## src/rtl/ilv_pkg.sv

```systemverilog
package ilv_pkg;

    localparam int unsigned NBANK  = 2;
    localparam int unsigned BYTE_W = 8;
    localparam int unsigned HALF_W = 2 * BYTE_W;

    typedef enum logic {
        SZ_BYTE = 1'b0,
        SZ_HALF = 1'b1
    } acc_size_e;

    // Control needed to assemble the read data one cycle later
    typedef struct packed {
        logic      odd;
        acc_size_e size;
        logic      err;
    } steer_t;

    // Build the host-side read word from the two bank outputs
    function automatic logic [HALF_W-1:0] steer_read(steer_t c,
                                                     logic [BYTE_W-1:0] b0,
                                                     logic [BYTE_W-1:0] b1);
        logic [HALF_W-1:0] r;
        if (c.err)
            r = '0;
        else if (c.size == SZ_BYTE)
            r = {{BYTE_W{1'b0}}, (c.odd ? b1 : b0)};
        else if (c.odd)
            r = {b0, b1};
        else
            r = {b1, b0};
        return r;
    endfunction

endpackage

```

## src/rtl/ilv_bank.sv

```systemverilog
module ilv_bank #(
    parameter int unsigned AW = 4,
    parameter int unsigned DW = 8
) (
    input  logic          clk_i,
    input  logic          rst_i,
    input  logic [AW-1:0] addr_i,
    input  logic          we_i,
    input  logic [DW-1:0] wd_i,
    output logic [DW-1:0] rd_o
);
    localparam int unsigned DEPTH = 1 << AW;

    logic [DW-1:0] mem [DEPTH];

    always_ff @(posedge clk_i) begin
        if (we_i)
            mem[addr_i] <= wd_i;
    end

    // read-before-write: old contents are captured on a same-cycle write
    always_ff @(posedge clk_i) begin
        if (rst_i)
            rd_o <= '0;
        else
            rd_o <= mem[addr_i];
    end

endmodule

```

## src/rtl/ilv_addr_map.sv

```systemverilog
module ilv_addr_map
    import ilv_pkg::*;
#(
    parameter int unsigned ADDR_W          = 5,
    parameter bit          ALLOW_UNALIGNED = 1'b1,
    localparam int unsigned LW             = ADDR_W - 1
) (
    input  logic [ADDR_W-1:0] addr_i,
    input  acc_size_e         size_i,
    input  logic              we_i,
    input  logic [HALF_W-1:0] wr_data_i,
    output logic [LW-1:0]     bank_addr_o [NBANK],
    output logic [NBANK-1:0]  bank_we_o,
    output logic [BYTE_W-1:0] bank_wd_o [NBANK],
    output steer_t            ctl_o
);
    logic          odd;
    logic [LW-1:0] loc;
    logic          misal;

    assign odd = addr_i[0];
    assign loc = addr_i[ADDR_W-1:1];

    generate
        if (ALLOW_UNALIGNED) begin : g_unaligned
            assign misal = 1'b0;
        end else begin : g_aligned
            assign misal = (size_i == SZ_HALF) && odd;
        end
    endgenerate

    always_comb begin
        bank_addr_o[1] = loc;
        // second byte of an odd halfword sits one local entry higher in bank 0
        bank_addr_o[0] = (odd && size_i == SZ_HALF) ? LW'(loc + 1'b1) : loc;

        if (size_i == SZ_BYTE) begin
            bank_wd_o[0] = wr_data_i[BYTE_W-1:0];
            bank_wd_o[1] = wr_data_i[BYTE_W-1:0];
            bank_we_o    = we_i ? (odd ? 2'b10 : 2'b01) : 2'b00;
        end else begin
            bank_wd_o[0] = odd ? wr_data_i[HALF_W-1:BYTE_W] : wr_data_i[BYTE_W-1:0];
            bank_wd_o[1] = odd ? wr_data_i[BYTE_W-1:0]      : wr_data_i[HALF_W-1:BYTE_W];
            bank_we_o    = (we_i && !misal) ? 2'b11 : 2'b00;
        end

        ctl_o.odd  = odd;
        ctl_o.size = size_i;
        ctl_o.err  = misal;
    end

endmodule

```

## src/rtl/ilv_read_steer.sv

```systemverilog
module ilv_read_steer
    import ilv_pkg::*;
(
    input  logic              clk_i,
    input  logic              rst_i,
    input  steer_t            ctl_i,
    input  logic [BYTE_W-1:0] b0_i,
    input  logic [BYTE_W-1:0] b1_i,
    output logic [HALF_W-1:0] rd_data_o,
    output logic              err_o
);
    steer_t ctl_q;

    always_ff @(posedge clk_i) begin
        if (rst_i)
            ctl_q <= '0;
        else
            ctl_q <= ctl_i;
    end

    assign rd_data_o = steer_read(ctl_q, b0_i, b1_i);
    assign err_o     = ctl_q.err;

endmodule

```

## src/rtl/ilv_mem.sv

```systemverilog
module ilv_mem
    import ilv_pkg::*;
#(
    parameter int unsigned ADDR_W          = 5,
    parameter bit          ALLOW_UNALIGNED = 1'b1
) (
    input  logic              clk_i,
    input  logic              rst_i,
    input  logic [ADDR_W-1:0] addr_i,
    input  logic              size_i,
    input  logic              we_i,
    input  logic [15:0]       wr_data_i,
    output logic [15:0]       rd_data_o,
    output logic              err_o
);
    localparam int unsigned LW = ADDR_W - 1;

    logic [LW-1:0]     bank_addr [NBANK];
    logic [NBANK-1:0]  bank_we;
    logic [BYTE_W-1:0] bank_wd   [NBANK];
    logic [BYTE_W-1:0] bank_q    [NBANK];
    steer_t            ctl;

    ilv_addr_map #(
        .ADDR_W          (ADDR_W),
        .ALLOW_UNALIGNED (ALLOW_UNALIGNED)
    ) u_map (
        .addr_i      (addr_i),
        .size_i      (acc_size_e'(size_i)),
        .we_i        (we_i),
        .wr_data_i   (wr_data_i),
        .bank_addr_o (bank_addr),
        .bank_we_o   (bank_we),
        .bank_wd_o   (bank_wd),
        .ctl_o       (ctl)
    );

    generate
        for (genvar g = 0; g < NBANK; g++) begin : g_bank
            ilv_bank #(
                .AW (LW),
                .DW (BYTE_W)
            ) u_bank (
                .clk_i  (clk_i),
                .rst_i  (rst_i),
                .addr_i (bank_addr[g]),
                .we_i   (bank_we[g]),
                .wd_i   (bank_wd[g]),
                .rd_o   (bank_q[g])
            );
        end
    endgenerate

    ilv_read_steer u_steer (
        .clk_i     (clk_i),
        .rst_i     (rst_i),
        .ctl_i     (ctl),
        .b0_i      (bank_q[0]),
        .b1_i      (bank_q[1]),
        .rd_data_o (rd_data_o),
        .err_o     (err_o)
    );

endmodule

```

## config.mk

```make
export PLATFORM = sky130hd
export DESIGN_NAME = ilv_mem
export DESIGN_NICKNAME = d
export VERILOG_FILES = /design/src/rtl/ilv_pkg.sv /design/src/rtl/ilv_bank.sv /design/src/rtl/ilv_addr_map.sv /design/src/rtl/ilv_read_steer.sv /design/src/rtl/ilv_mem.sv
export SDC_FILE = /design/constraint.sdc
export NUM_CORES = 1
export LEC_CHECK = 0
export BUFFER_PORTS_ARGS = -buffer_cell sky130_fd_sc_hd__buf_2
export CELL_PAD_IN_SITES_DETAIL_PLACEMENT = 1
export CELL_PAD_IN_SITES_GLOBAL_PLACEMENT = 2
export CORE_MARGIN = 3
export CORE_UTILIZATION = 30
export CTS_BUF_LIST = sky130_fd_sc_hd__clkbuf_4 sky130_fd_sc_hd__clkbuf_8
export CTS_CLUSTER_SIZE = 8
export DETAILED_ROUTE_END_ITERATION = 10
export PLACE_DENSITY_LB_ADDON = 0.1
export SLEW_MARGIN = 20
export SYNTH_ARGS = -nofsm -noshare
export SYNTH_HDL_FRONTEND = slang
export SYNTH_HIERARCHICAL = 1
export SYNTH_SLANG_ARGS = --single-unit
```

## constraint.sdc

```tcl
create_clock -name clk_i -period 3.6 [get_ports clk_i]
set_clock_uncertainty 0.15 [all_clocks]
set_input_delay 0.36 -clock clk_i [delete_from_list [all_inputs] [get_ports clk_i]]
set_output_delay 0.36 -clock clk_i [all_outputs]
set_load 0.01 [all_outputs]
```

==> run metrics, run 1 <==
Port Buf Inserts=41; layout cell share with drive strength beyond 1=0.296; Max stage delay on crit path=590 ps; slowest stage cell on the critical path=xor2_2; accumulated negative setup slack=0 ps; initial core utilization=0.305; first-pass GRT wire length=43.6 mm; number of DRC markers in iteration 0=345; sequential-to-total area share from yosys stat=0.720; root buffer cell=clkbuf_8; most common cell in the netlist=edfxtp_1; final design area excluding fillers=13100 sq um; via count=5891; Post-CTS Setup Repair Bufs=0; Die Outline Area=39700 sq um; number of global-route vias before repair=about 6.4k; R2R depth=3; Critical Path AT=3290 ps; number of warnings printed during yosys synthesis=6; die height=199 microns; critical-path cell list=dlygate4sd3_1 -> buf_2 -> nand2_2 -> nor2_2 -> xor2_2 -> nor2b_1 -> nand2_1 -> a32oi_1 -> o211ai_1; Worst Setup Path Type=input port to flop; TritonCTS Sinks=275; maximum resistive drop on vdd=~0.00034 V; clock period minus final worst setup slack=2970 ps; portion of synthesized cell area occupied by the leading cell type=0.686; Slew Limit Fails=0; Worst setup EP type=flop; Post-Synthesis Mean Instance Area=18.2 sq um; Worst R2R Setup Slack=1900 ps; routed length per placed instance=around 24 microns; number of vias per cell=4.81; Final Routed Wirelength=29.7 mm; Nets=roughly 740; number of inserted diodes=0; total of max-cap violations=0; post-synthesis sequential element count=275; synth-to-layout area growth=16.5%; number of enable flip-flop cells after synthesis=256; hold slack=126 ps; TritonCTS buffer count=50; CP max FO=13; Setup crit start kind=input port; share of the clock period used by the worst path=0.826; commonest cells in the synthesized netlist=256 x edfxtp_1, 52 x mux2i_1, 48 x nand2_1, 42 x nor2_1, 38 x mux4_2; worst reg2reg path startpoint=g_bank[1].u_bank/mem[8][0]; Chip Width=199 microns; Mapped Nets=about 640; leakage=4.41 nW; pin count of the biggest net entering global routing=49; highest clock rate=roughly 0.34 GHz; Final Instance Count excl. Fillers=1224; Worst R2R End=g_bank[1].u_bank/rd_o[0]; DP Worst Slack=505 ps; Min-Delay Path Class=input port to flop; number of optimization iterations in the first detailed-route pass=4; Placement Rows=70; Clock Tree Buf Depth=3; cell count after placement=1130; number of hold violations in the final report=0; post-cts repair resize count=0; clock input transition at the sequential cells of the worst setup and hold paths=50 ps; final setup vio count=0; Top-Level Pins=42; placed standard-cell area=12000 sq um; unrepaired setup endpoints after global routing=false; total grt overflow=0; clock latency at the later pin of the worst-skew pair=610 ps; quantity of hold-fixing buffers added after cts=4; count of unique library cells instantiated by Yosys=39; Critical Path Source=addr_i[0]; hold path start=wr_data_i[11]; # DRC=0; Netlist Area Pre-Place=11200 sq um; GPL Wtd Cong=0.741; required time reported for the critical path endpoint=3910 ps; Setup WS post-layout=627 ps; final HPWL from detailed placement=20.4 mm; placeable core region=~37000 sq um; share of async-settable or async-resettable flops after synthesis=0; overall global routing resource usage=0.154; number of H-tree branching levels=2; top post-synthesis cells by area=edfxtp_1 69%, mux4_2 7.6%, mux2i_1 4.6%; cell type with the largest total area after synthesis=edfxtp_1; Rel. slew slack=0.366; capture point of the worst path=g_bank[0].u_bank/rd_o[0]; Post-Synthesis Cells=approximately 600; Pwr Density=roughly 550 nW/um^2; remaining antenna violation count=0; TritonCTS clock tree=yes; initial antenna violation count=0; Tightest Pin Transition=around 950 ps; commonest register cell after synthesis=edfxtp_1; result of the run=finished clean
critical path: cells and delay by family:
kind	cells	cell delay, ps
AO/OA/AOI/OAI	2	350
buffers and inverters	2	730
AND/OR/NAND/NOR	4	1250
XOR/XNOR	1	590
how the worst min path moves through the flow:
| stage | to | slack [ps] | cells after the start |
|---|---|---|---|
| 2_1_floorplan | u_steer/ctl_q[1] | 280 | 1 |
| 3_3_place_gp | g_bank[0].u_bank/rd_o[6] | 500 | 4 |
| 3_5_place_dp | g_bank[0].u_bank/rd_o[2] | 530 | 4 |
| 4_1_cts | g_bank[0].u_bank/mem[6][2] | 70 | 2 |
| 5_1_grt | g_bank[0].u_bank/mem[6][2] | 100 | 2 |
| 6_report | g_bank[0].u_bank/mem[11][3] | 130 | 2 |
logic make-up (layout without fill, tap and decap cells):
logic type | count (synthesis) | in the layout | synth area share
AOI/OAI and AO/OA | 38 | 38 | 0.0257
DFF | 275 | 275 | 0.720
xor gates and xnor gates | 3 | 3 | 0.00234
and+or+nand+nor | 145 | 145 | 0.0613
buffers and inverters | 39 | 178 | 0.0280
muxes | 115 | 115 | 0.161
adders and majority gates | 1 | 1 | 0.00112
other | 1 | 1 | 0.000335
cell usage in the layout, fill, tap and decap left out, types with 4 or more instances in the layout:
cell type / synthesis / layout
clkinv_1: 0 / 14
buf_2: 8 / 41
nand2_1: 48 / 48
clkbuf_4: 0 / 18
nand4_1: 14 / 14
buf_4: 9 / 41
mux2_4: 8 / 8
nor3_1: 8 / 8
o211ai_1: 14 / 14
dfxtp_1: 19 / 19
mux4_1: 8 / 8
mux4_2: 38 / 38
clkbuf_8: 0 / 50
edfxtp_1: 256 / 256
mux2_2: 9 / 9
nand2b_1: 6 / 6
nand3_1: 6 / 6
nor2_1: 42 / 42
nor2b_1: 7 / 7
mux2i_1: 52 / 52
a32oi_1: 14 / 14
a21oi_1: 4 / 4
nand3b_1: 4 / 4
dlygate4sd3_1: 0 / 4
per-stage QoR:
stage	power, mW	utilization
floorplan	4.06	-
global placement	4.28	0.328
detailed placement	4.29	0.328
CTS	7.26	0.356
global route	7.43	0.356
finish	7.12	0.356
layer usage:
layer / part of all wire / vias to the layer above / GRT usage
li1: - / 2664 / -
met1: 0.47 / 3084 / 0.215
met2: 0.47 / 99 / 0.242
met3: 0.042 / 44 / 0.0381
met4: 0.018 / 0 / 0.0375
met5: 0 / - / 0
registers in the layout, indices dropped and copies added (netlist names):
signal,cells
g_bank.u_bank/mem,256
g_bank.u_bank/rd_o,16
u_steer/ctl_q,2
u_steer/err_o,1
where the power goes:
group	switching, mW	leakage [nW]	internal [mW]
clock network	1.28	0.520	1.63
logic	0.354	1.42	0.212
registers	0.0379	2.47	3.61
total	1.67	4.41	5.45
layout make-up:
class / instances / area, sq um
Clock inverter: 22 / 161
Inverter: 1 / 3.75
Tap cell: 468 / 586
Fill cell: 3675 / 23600
Timing Repair Buffer: 87 / 573
Clock buffer: 68 / 823
Multi-Input combinational cell: 303 / 2840
Sequential cell: 275 / 8070
(Power assumes the default switching activity.)
==> run 2: changes to the inputs <==
ABC_AREA = 1   (was unset)
clock period = 2.6 ns   (was 3.6 ns; I/O delays follow)
==> run metrics, run 2 <==
switching part of the total power=0.256; highest clock rate=0.434 GHz; portion of synthesized cell area occupied by the leading cell type=0.646; root buffer cell=clkbuf_8; number of enable flip-flop cells after synthesis=256; count of buffer and inverter cells on the critical path=6; pin count of the biggest net entering global routing=44; initial core utilization=0.306; Top Registers=g_bank.u_bank/mem: 256 flops, g_bank.u_bank/rd_o: 16 flops, u_steer/ctl_q: 2 flops; Nets=1385; number of optimization iterations in the first detailed-route pass=4; Min-Delay Path Class=input port to flop; GPL Wtd Cong=about 0.80; TritonCTS buffer count=50; initial antenna violation count=1; internal power of the cells=between 7 and 8 mW; Final Instance Count excl. Fillers=about 1.9k; Switch Pwr=2.63 mW; post-synthesis sequential element count=275; Chip Width=205 microns; Tightest Pin Transition=643 ps; accumulated negative setup slack=0 ps; top post-synthesis cells by area=edfxtp_1 65%, nand2_1 23%, nor2_1 3.3%; family of cells with the greatest summed delay on the critical path=buffers and inverters; Clock Tree Buf Depth=3; final setup vio count=0; via count=8423; Rel. slew slack=0.569; number of DRC markers in iteration 0=451; commonest register cell after synthesis=edfxtp_1; sequential-to-total area share from yosys stat=0.677; commonest non-fill, non-tap cell in the layout=nand2_1; commonest non-fill, non-tap cells in the layout=716 x nand2_1, 256 x edfxtp_1, 104 x nor2_1; dominant cell type by count on the critical path=nand2_1; Slew Limit Fails=0; Final Routed Wirelength=35.4 mm; result of the run=finished clean; post-cts repair resize count=0; overall global routing resource usage=0.173; placeable core region=38900 sq um; placed standard-cell area=13000 sq um; clock group share of total power=0.408; remaining antenna violation count=0; required time reported for the critical path endpoint=2750 ps; routed length per placed instance=~18 microns; Critical Path AT=~2500 ps; Worst Setup Path Type=input port to flop; Pwr Density=approximately 730 nW/um^2; Netlist Area Pre-Place=approximately 12000 sq um; Overall Power=10.3 mW; leakage=6.09 nW; cell count after placement=1820; count of unique library cells instantiated by Yosys=23; # DRC=0; number of H-tree branching levels=2; first-pass GRT wire length=53.9 mm; layout cell share with drive strength beyond 1=0.145; Setup crit start kind=input port; number of hold violations in the final report=0; TritonCTS Sinks=between 200 and 300; share of the clock period used by the worst path=0.886; cell type with the largest total area after synthesis=edfxtp_1; Setup WS post-layout=297 ps; fraction of power consumed by combinational cells=0.103; total grt overflow=0; hold slack=81.7 ps; share of async-settable or async-resettable flops after synthesis=0; final design area excluding fillers=14100 sq um; clock latency at the later pin of the worst-skew pair=a little over 600 ps; Post-CTS Setup Repair Bufs=0; DP Worst Slack=between 200 and 250 ps; commonest cells in the synthesized netlist=716 x nand2_1, 256 x edfxtp_1, 104 x nor2_1, 36 x inv_1, 25 x buf_2; maximum resistive drop on vdd=0.000304 V; TritonCTS clock tree=yes; post-layout util=0.363; Placement Rows=72; Top-Level Pins=42; total of max-cap violations=0; sequential share of power=0.490; clock input transition at the sequential cells of the worst setup and hold paths=60 ps; Worst setup EP type=flop; Max stage delay on crit path=about 540 ps; CP max FO=18; Mapped Nets=1268; number of vias per cell=4.39; slowest stage cell on the critical path=dlygate4sd3_1; Die Outline Area=around 42000 sq um; Post-Synthesis Mean Instance Area=approximately 9.6 sq um; clock period minus final worst setup slack=around 2300 ps; Post-Synthesis Cells=~1.2k; Largest register FFs=roughly 260; critical-path cell list=dlygate4sd3_1 -> buf_2 -> nand2_1 -> clkinv_2 -> nand2_1 -> nand2_1 -> clkinv_1 -> buf_4 -> nand3_1 -> nor2_1 -> buf_4; Port Buf Inserts=41; synth-to-layout area growth=18.6%; largest register by flop count=g_bank.u_bank/mem; number of global-route vias before repair=8808; final HPWL from detailed placement=23.4 mm; number of inserted diodes=0; most common cell in the netlist=nand2_1; unrepaired setup endpoints after global routing=false; number of warnings printed during yosys synthesis=6; die height=between 200 and 250 microns
run 2: kinds of logic (layout without fill, tap and decap cells):
kind of cell,Yosys count,count (layout),synth area share
AO/OA/AOI/OAI,29,29,0.0124
flip-flops,275,275,0.677
adder cells (fa/ha/maj),1,1,0.00105
AND/OR/NAND/NOR,833,833,0.265
XOR/XNOR,1,1,0.000736
buffers and inverters,102,259,0.0434
other,1,1,0.000315
run 2: final timing paths:
check,endpoint,slack (ps),cells after the start,start
worst max-delay path,g_bank[0].u_bank/mem[9][5],300,11,size_i
worst min register to register,g_bank[0].u_bank/rd_o[1],590,8,g_bank[0].u_bank/mem[12][1]
worst max register to register,g_bank[1].u_bank/rd_o[1],1230,8,g_bank[1].u_bank/mem[7][1]
worst min-delay path,g_bank[0].u_bank/mem[1][2],80,4,wr_data_i[2]
run 2: per-layer routing:
layer | vias to the layer above | track usage | part of all wire
li1 | 4206 | - | -
met1 | 4030 | 0.265 | 0.53
met2 | 140 | 0.253 | 0.41
met3 | 47 | 0.0331 | 0.038
met4 | 0 | 0.0398 | 0.018
met5 | - | 0 | 0
run 2: repair_timing:
action | CTS | global route
setup endpoints to repair | 0 | 0
hold endpoints to repair | 18 | 0
hold buffers | 5 | 0
run 2: area by class of cell:
class | instances | area, sq um
Sequential cell | 275 | 8070
Inverter | 45 | 170
Timing Repair Buffer | 122 | 863
Tap cell | 518 | 648
Multi-Input combinational cell | 865 | 3340
Clock inverter | 27 | 164
Clock buffer | 65 | 863
Fill cell | 4535 | 24800
run 2: power by group through the flow:
stage | combinational (mW) | sequential (mW) | clock, mW
6_report | 1.05 | 5.03 | 4.19
5_1_grt | 1.20 | 5.04 | 4.53
4_1_cts | 1.08 | 5.03 | 4.34
3_5_place_dp | 1.07 | 5.12 | 0
3_3_place_gp | 1.07 | 5.12 | 0
2_1_floorplan | 0.621 | 5.11 | 0
run 2: worst register-to-register path: cells and delay by family, from the launching register on:
family / cells / cell delay [ps]
and+or+nand+nor: 8 / 720
DFF: 1 / 360
